==> config.mk <==
export PLATFORM = sky130hd
export DESIGN_NAME = pga_spi_ctrl
export DESIGN_NICKNAME = d
export VERILOG_FILES = /design/src/rtl/pga_spi_pkg.sv /design/src/rtl/pga_sck_gen.sv /design/src/rtl/pga_shifter.sv /design/src/rtl/pga_spi_ctrl.sv
export SDC_FILE = /design/constraint.sdc
export NUM_CORES = 1
export LEC_CHECK = 0
export CORE_ASPECT_RATIO = 1.2
export CORE_MARGIN = 5
export CORE_UTILIZATION = 45
export DETAILED_ROUTE_END_ITERATION = 7
export PLACE_DENSITY = 0.7
export SYNTH_ARGS = -nofsm -noshare
export SYNTH_HDL_FRONTEND = slang
export SYNTH_SLANG_ARGS = --single-unit
export TNS_END_PERCENT = 5
==> constraint.sdc <==
create_clock -name clk -period 4.7 [get_ports clk]
set_input_delay 1.41 -clock clk [delete_from_list [all_inputs] [get_ports clk]]
set_output_delay 1.41 -clock clk [all_outputs]
set_load 0.01 [all_outputs]
==> src/rtl/pga_spi_pkg.sv <==
package pga_spi_pkg;

  localparam int unsigned CODE_W = 4;

  typedef enum logic [2:0] {
    ST_IDLE,
    ST_REQ,
    ST_LEAD,
    ST_SHIFT,
    ST_TRAIL,
    ST_FIN
  } xfer_state_t;

  // Gain magnitude of each code (all gains are inverting). Unlisted codes give a large value.
  function automatic int unsigned gain_mag(input logic [CODE_W-1:0] code);
    case (code)
      4'd0:    return 0;
      4'd1:    return 1;
      4'd2:    return 2;
      4'd3:    return 5;
      4'd4:    return 10;
      4'd5:    return 20;
      4'd6:    return 50;
      4'd7:    return 100;
      default: return 1000;
    endcase
  endfunction

  function automatic logic code_ok(input logic [CODE_W-1:0] code,
                                   input int unsigned max_gain);
    return gain_mag(code) <= max_gain;
  endfunction

  function automatic logic [2*CODE_W-1:0] pack_word(input logic [CODE_W-1:0] cb,
                                                    input logic [CODE_W-1:0] ca);
    return {cb, ca};
  endfunction

endpackage

==> src/rtl/pga_sck_gen.sv <==
module pga_sck_gen #(
  parameter int unsigned HALF_DIV = 4
) (
  input  logic clk,
  input  logic rst_n,
  input  logic run,
  output logic tick
);
  localparam int unsigned CW = (HALF_DIV > 1) ? $clog2(HALF_DIV) : 1;
  localparam logic [CW-1:0] LAST = CW'(HALF_DIV - 1);

  logic [CW-1:0] cnt_q;

  always_ff @(posedge clk) begin
    if (!rst_n || !run) begin
      cnt_q <= '0;
    end else if (cnt_q == LAST) begin
      cnt_q <= '0;
    end else begin
      cnt_q <= cnt_q + 1'b1;
    end
  end

  assign tick = run && (cnt_q == LAST);

  // a half period is never shorter than HALF_DIV cycles
  generate
    if (HALF_DIV > 1) begin : g_gap
      AST_TICK_GAP: assert property (@(posedge clk) disable iff (!rst_n)
        tick |=> !tick);
    end
  endgenerate

endmodule

==> src/rtl/pga_shifter.sv <==
module pga_shifter #(
  parameter int unsigned WORD_W = 8
) (
  input  logic              clk,
  input  logic              rst_n,
  input  logic              load,
  input  logic [WORD_W-1:0] load_word,
  input  logic              shift_out,
  input  logic              sample,
  input  logic              miso,
  output logic              mosi_bit,
  output logic [WORD_W-1:0] rx_word
);
  logic [WORD_W-1:0] tx_q;
  logic [WORD_W-1:0] rx_q;

  always_ff @(posedge clk) begin
    if (!rst_n) begin
      tx_q <= '0;
      rx_q <= '0;
    end else begin
      if (load) begin
        tx_q <= load_word;
      end else if (shift_out) begin
        tx_q <= {tx_q[WORD_W-2:0], 1'b0};
      end
      if (sample) begin
        rx_q <= {rx_q[WORD_W-2:0], miso};
      end
    end
  end

  assign mosi_bit = tx_q[WORD_W-1];
  assign rx_word  = rx_q;

  AST_LOAD_EXCL: assert property (@(posedge clk) disable iff (!rst_n)
    load |-> !(shift_out || sample));

endmodule

==> src/rtl/pga_spi_ctrl.sv <==
module pga_spi_ctrl
  import pga_spi_pkg::*;
#(
  parameter int unsigned HALF_DIV = 4,
  parameter int unsigned MAX_GAIN = 100
) (
  input  logic                clk,
  input  logic                rst_n,
  input  logic                start,
  input  logic [CODE_W-1:0]   code_a,
  input  logic [CODE_W-1:0]   code_b,
  input  logic                shdn_req,
  input  logic                bus_grant,
  input  logic                miso,
  output logic                bus_req,
  output logic                amp_cs_n,
  output logic                sclk,
  output logic                mosi,
  output logic                amp_shdn,
  output logic                busy,
  output logic                done,
  output logic [2*CODE_W-1:0] echo,
  output logic                echo_valid,
  output logic                bad_code
);
  localparam int unsigned WORD_W = 2 * CODE_W;
  localparam int unsigned BC_W   = $clog2(WORD_W);
  localparam logic [BC_W-1:0] LAST_BIT = BC_W'(WORD_W - 1);

  xfer_state_t       state_q;
  logic [BC_W-1:0]   bit_cnt_q;
  logic              cs_n_q, sck_q, req_q, shdn_q, done_q, bad_q, evalid_q;
  logic [WORD_W-1:0] echo_q;

  // named internal events
  logic shdn_any, idle, codes_ok, start_ok, start_bad;
  logic run, tick, rise_evt, fall_evt, last_fall;
  logic mosi_bit;
  logic [WORD_W-1:0] rx_word;

  assign shdn_any  = shdn_req || shdn_q;
  assign idle      = (state_q == ST_IDLE);
  assign codes_ok  = code_ok(code_a, MAX_GAIN) && code_ok(code_b, MAX_GAIN);
  assign start_ok  = start && idle && !shdn_any && codes_ok;
  assign start_bad = start && idle && !shdn_any && !codes_ok;
  assign run       = (state_q == ST_LEAD) || (state_q == ST_SHIFT) || (state_q == ST_TRAIL);
  assign rise_evt  = tick && ((state_q == ST_LEAD) || ((state_q == ST_SHIFT) && !sck_q));
  assign fall_evt  = tick && (state_q == ST_SHIFT) && sck_q;
  assign last_fall = fall_evt && (bit_cnt_q == LAST_BIT);

  pga_sck_gen #(.HALF_DIV(HALF_DIV)) i_sck_gen (
    .clk  (clk),
    .rst_n(rst_n && !shdn_any),
    .run  (run),
    .tick (tick)
  );

  pga_shifter #(.WORD_W(WORD_W)) i_shifter (
    .clk      (clk),
    .rst_n    (rst_n),
    .load     (start_ok),
    .load_word(pack_word(code_b, code_a)),
    .shift_out(fall_evt && !last_fall),
    .sample   (rise_evt),
    .miso     (miso),
    .mosi_bit (mosi_bit),
    .rx_word  (rx_word)
  );

  always_ff @(posedge clk) begin
    if (!rst_n) begin
      state_q   <= ST_IDLE;
      bit_cnt_q <= '0;
      cs_n_q    <= 1'b1;
      sck_q     <= 1'b0;
      req_q     <= 1'b0;
      shdn_q    <= 1'b1;
      done_q    <= 1'b0;
      bad_q     <= 1'b0;
      evalid_q  <= 1'b0;
      echo_q    <= '0;
    end else begin
      shdn_q <= shdn_req;
      done_q <= 1'b0;
      bad_q  <= start_bad;
      if (shdn_any) begin
        state_q   <= ST_IDLE;
        bit_cnt_q <= '0;
        cs_n_q    <= 1'b1;
        sck_q     <= 1'b0;
        req_q     <= 1'b0;
        evalid_q  <= 1'b0;
      end else begin
        case (state_q)
          ST_IDLE: begin
            if (start_ok) begin
              state_q <= ST_REQ;
              req_q   <= 1'b1;
            end
          end
          ST_REQ: begin
            if (bus_grant) begin
              state_q <= ST_LEAD;
              cs_n_q  <= 1'b0;
            end
          end
          ST_LEAD: begin
            if (tick) begin
              sck_q   <= 1'b1;
              state_q <= ST_SHIFT;
            end
          end
          ST_SHIFT: begin
            if (fall_evt) begin
              sck_q <= 1'b0;
              if (last_fall) begin
                bit_cnt_q <= '0;
                state_q   <= ST_TRAIL;
              end else begin
                bit_cnt_q <= bit_cnt_q + 1'b1;
              end
            end else if (rise_evt) begin
              sck_q <= 1'b1;
            end
          end
          ST_TRAIL: begin
            if (tick) begin
              cs_n_q  <= 1'b1;
              state_q <= ST_FIN;
            end
          end
          ST_FIN: begin
            done_q   <= 1'b1;
            req_q    <= 1'b0;
            echo_q   <= rx_word;
            evalid_q <= 1'b1;
            state_q  <= ST_IDLE;
          end
          default: state_q <= ST_IDLE;
        endcase
      end
    end
  end

  assign bus_req    = req_q;
  assign amp_cs_n   = cs_n_q;
  assign sclk       = sck_q;
  assign mosi       = mosi_bit;
  assign amp_shdn   = shdn_q;
  assign busy       = !idle;
  assign done       = done_q;
  assign echo       = echo_q;
  assign echo_valid = evalid_q;
  assign bad_code   = bad_q;

  AST_SCK_IDLE_LOW: assert property (@(posedge clk) disable iff (!rst_n)
    amp_cs_n |-> !sclk);
  AST_MOSI_HOLD: assert property (@(posedge clk) disable iff (!rst_n)
    (sclk && $past(sclk)) |-> $stable(mosi));
  AST_CS_END: assert property (@(posedge clk) disable iff (!rst_n)
    $rose(amp_cs_n) |-> (($past(state_q) == ST_TRAIL) || $past(shdn_any)));
  AST_REQ_COVERS_CS: assert property (@(posedge clk) disable iff (!rst_n)
    !amp_cs_n |-> bus_req);
  AST_SHDN_QUIET: assert property (@(posedge clk) disable iff (!rst_n)
    amp_shdn |-> (amp_cs_n && !bus_req && !busy));
  AST_DONE_AFTER_CS: assert property (@(posedge clk) disable iff (!rst_n)
    done |-> (amp_cs_n && !$past(amp_cs_n, 2)));
  AST_BAD_NO_REQ: assert property (@(posedge clk) disable iff (!rst_n)
    bad_code |-> (!bus_req && amp_cs_n));
  AST_VALID_AFTER_DONE: assert property (@(posedge clk) disable iff (!rst_n)
    $rose(echo_valid) |-> done);

endmodule

==> impl_metrics.csv <==
group,metric,value,unit
run_status,status,"finished clean",
setup_path,crit_chain,"clkdlybuf4s50_1 -> inv_1 -> ha_1 -> o2111ai_1 -> and3_1 -> a2111oi_0 -> nor3_1",
setup_path,cp-start-kind,"input port",
route,postRouteAntennaNets,0,
clock_network,clk_pin_slew_worst_paths,0.07,ns
power,vdd_ir_drop_max,0.234,mV
floorplanning,dieArea,5160,um2
power,p_per_area,284,nW/um2
logic_synthesis,synth.mux.area_fraction,9.69,%
clock_network,cts_tree,"yes",
route,vias_per_cell,5.33,
floorplanning,io_pins,31,
clock_network,cts_resized,0,
clock_network,clock_latency,0.29,ns
logic_synthesis,ys.flop_type,"dfxtp_1",
setup_path,path_class,"in2reg",
clock_network,ctsHoldBuffers,0,
clock_network,root_buffer,"clkbuf_8",
run,max_cap_viol_count,0,
sta,period_share,66.1,%
setup_path,path_buf_inv,2,
setup_path,cpPeakStageDelay,0.52,ns
route,first_pass_iters,4,
layout,nets,233,
logic_synthesis,synth_top_family_by_area,"simple AND/OR/NAND/NOR gates",
placed_design,io_buffers,30,
setup_path,critPathSlowestCell,"clkdlybuf4s50_1",
grt,grt_pass1_vias,1343,
placed_design,dpl_worst_slack,1.29,ns
floorplanning,core,3660,um2
logic_synthesis,syn_inst,184,
sta,rsz0062_at_grt,"false",
sta,maxSlewViolCount,0,
logic_synthesis,async_flop_share,0,%
logic_synthesis,synth_seq_area_share,45.5,%
logic_synthesis,synth_edf_count,0,
sta,hold_viol_final,0,
route,drc_errors,0,
layout,final_layout_size_suffix_gt1_share,10.3,%
floorplanning,rows,24,
logic_synthesis,syn_nets,205,
setup_path,cp_data_required_time,4.86,ns
worst_hold_path,hp-class,"reg2reg",
sta,relSlewSlack,61.6,%
floorplanning,die_w,66.4,um
logic_synthesis,ys_ff_latch,39,
placed_design,gp_congestion,0.796,
grt,groute.usage.overall,15.7,%
sta,fin_tns_setup,0,ns
grt,gr-total-overflow,0,
sta,worst_slack,1.59,ns
logic_synthesis,synthAdderAreaFrac,5.69,%
route,drtIter0Drc,70,
layout,diodes,0,
route,vias,1412,
logic_synthesis,synth_area,1720,um2
logic_synthesis,yosys_warnings,0,
sta,tightest_slew,0.574,ns
clock_network,h-tree-depth,2,
route,wl,3610,um
sta,timing.fmax,322,MHz
setup_path,crit_family,"compound AO/OA/AOI/OAI gates",
sta,worst_clock_skew,0.00581,ns
floorplanning,die_height,77.7,um
logic_synthesis,synth_area_leaders,"dfxtp_1, mux2i_1, ha_1, a21oi_1, nand3_1",
logic_synthesis,avgSynthCellArea,9.33,um2
clock_network,cts.path.max_buffers,2,
setup_path,cp_max_fo,6,
logic_synthesis,synth_xor_area_share,0,%
setup_path,cp.arrival,3.27,ns
clock_network,cts.sinks,39,
clock_network,post-cts-setup-buffer-count,0,
power,p_leak,0.829,nW
logic_synthesis,synth.top_cell.area_share,45.5,%
setup_path,reg2regPathDepth,6,
grt,antenna_found_initial,0,
logic_synthesis,yosysTopAreaCell,"dfxtp_1",
clock_network,cts_inserted_buffers,5,
route,wl_per_cell,13.6,um
grt,grt_pass1_wl,6270,um
floorplanning,start_util,46.9,%
grt,grt_max_degree,20,
sta,fin_crit,3.11,ns
worst_hold_path,min_path_cells,1,
logic_synthesis,synth_cell_types,39,
layout,area_growth,24.9,%
placed_design,dp_hpwl,2710,um
logic_synthesis,synthSimpleGateAreaFrac,23.5,%
setup_path,cp.depth,7,
setup_path,crit_path_end_kind,"register",
sta,finalSetupViolations,0,
logic_synthesis,synth_compound_gate_area_share,11.7,%
-- worst reg2reg max path, cell delays in order, from the launching register on --
cell	delay, ns
dfxtp_1	0.33
ha_1	0.21
ha_1	0.25
nand3b_1	0.23
nor2_2	0.34
mux2_2	0.39
o221a_2	0.26
-- metrics by stage --
stage | hold WS [ns] | instance area, um2 | util, % | cells | power (mW)
after floorplan | 0.407 | 1720 | - | 184 | 0.353
after global placement | 0.418 | 2040 | 55.7 | 257 | 0.370
after detailed placement | 0.426 | 2040 | 55.7 | 257 | 0.371
after CTS | 0.437 | 2140 | 58.5 | 265 | 0.619
after global routing | 0.474 | 2140 | 58.5 | 265 | 0.642
final | 0.432 | 2140 | 58.5 | 265 | 0.610
-- cell type report --
type / instances / area, um2
Fill cell: 339 / 1520
Clock buffer: 7 / 96.3
Timing Repair Buffer: 30 / 300
Inverter: 7 / 26.3
Clock inverter: 1 / 7.51
Tap cell: 52 / 65.1
Sequential cell: 39 / 781
Multi-Input combinational cell: 129 / 868
-- kinds of logic (layout without fill, tap and decap cells) --
family	Yosys count	count (layout)
simple gates	77	77
flops	39	39
compound gates	28	28
mux	16	16
buf+inv	16	45
fa+ha+maj	8	8
-- sequential cells by signal (all words and copies together) (netlist names) --
register / count
bus_req: 1
i_shifter.tx_q: 8
done: 1
i_sck_gen.cnt_q: 2
echo: 8
echo_valid: 1
sclk: 1
amp_cs_n: 1
bad_code: 1
bit_cnt_q: 3
amp_shdn: 1
i_shifter.rx_word: 8
state_q: 3
-- cell usage in the layout (no fill, tap or decap), drive strengths merged, types with 2 or more instances in the layout --
master         count
ha                 7
mux2i             11
dfxtp             39
nand4              2
a21oi             15
and3               3
nor4b              2
nand3             13
nand2             17
nand3b             4
o2111ai            2
nor2b              2
o221a              4
clkbuf             7
clkdlybuf4s50     30
nor3              10
nor2              17
mux2               5
inv                6
-- metal layers --
metal	global-route usage, %	vias to the layer above	routed length, um
met5	0	-	0
met2	24.8	27	1850
met4	5.49	0	31
li1	-	717	-
met3	5.64	2	168
met1	19.6	666	1560
-- worst paths after layout --
check,startpoint,endpoint,slack [ns]
setup / recovery,code_a[1],state_q[0],1.59
hold / removal,i_sck_gen.cnt_q[0],i_sck_gen.cnt_q[0],0.43
setup reg to reg,bit_cnt_q[0],i_shifter.tx_q[2],2.59
hold reg to reg,i_sck_gen.cnt_q[0],i_sck_gen.cnt_q[0],0.43
-- report_power, final --
part / leakage, nW / internal [mW] / total (mW) / switching (mW)
logic: 0.464 / 0.0162 / 0.0312 / 0.0150
clock network: 0.0505 / 0.133 / 0.246 / 0.113
registers: 0.314 / 0.331 / 0.332 / 0.00105
total: 0.829 / 0.481 / 0.610 / 0.129
-- synthesized netlist by cell type, types with 3 or more instances --
cell and instances:
o221a_2 4, nand3b_1 4, mux2i_1 11, nor3_1 9, ha_1 7, nand2_1 17
dfxtp_1 39, nor2_1 16, and3_1 3, inv_1 6, buf_2 3, nand3_1 13
clkbuf_1 5, a21oi_1 15, mux2_2 5
Power figures use the tool's default switching activity.
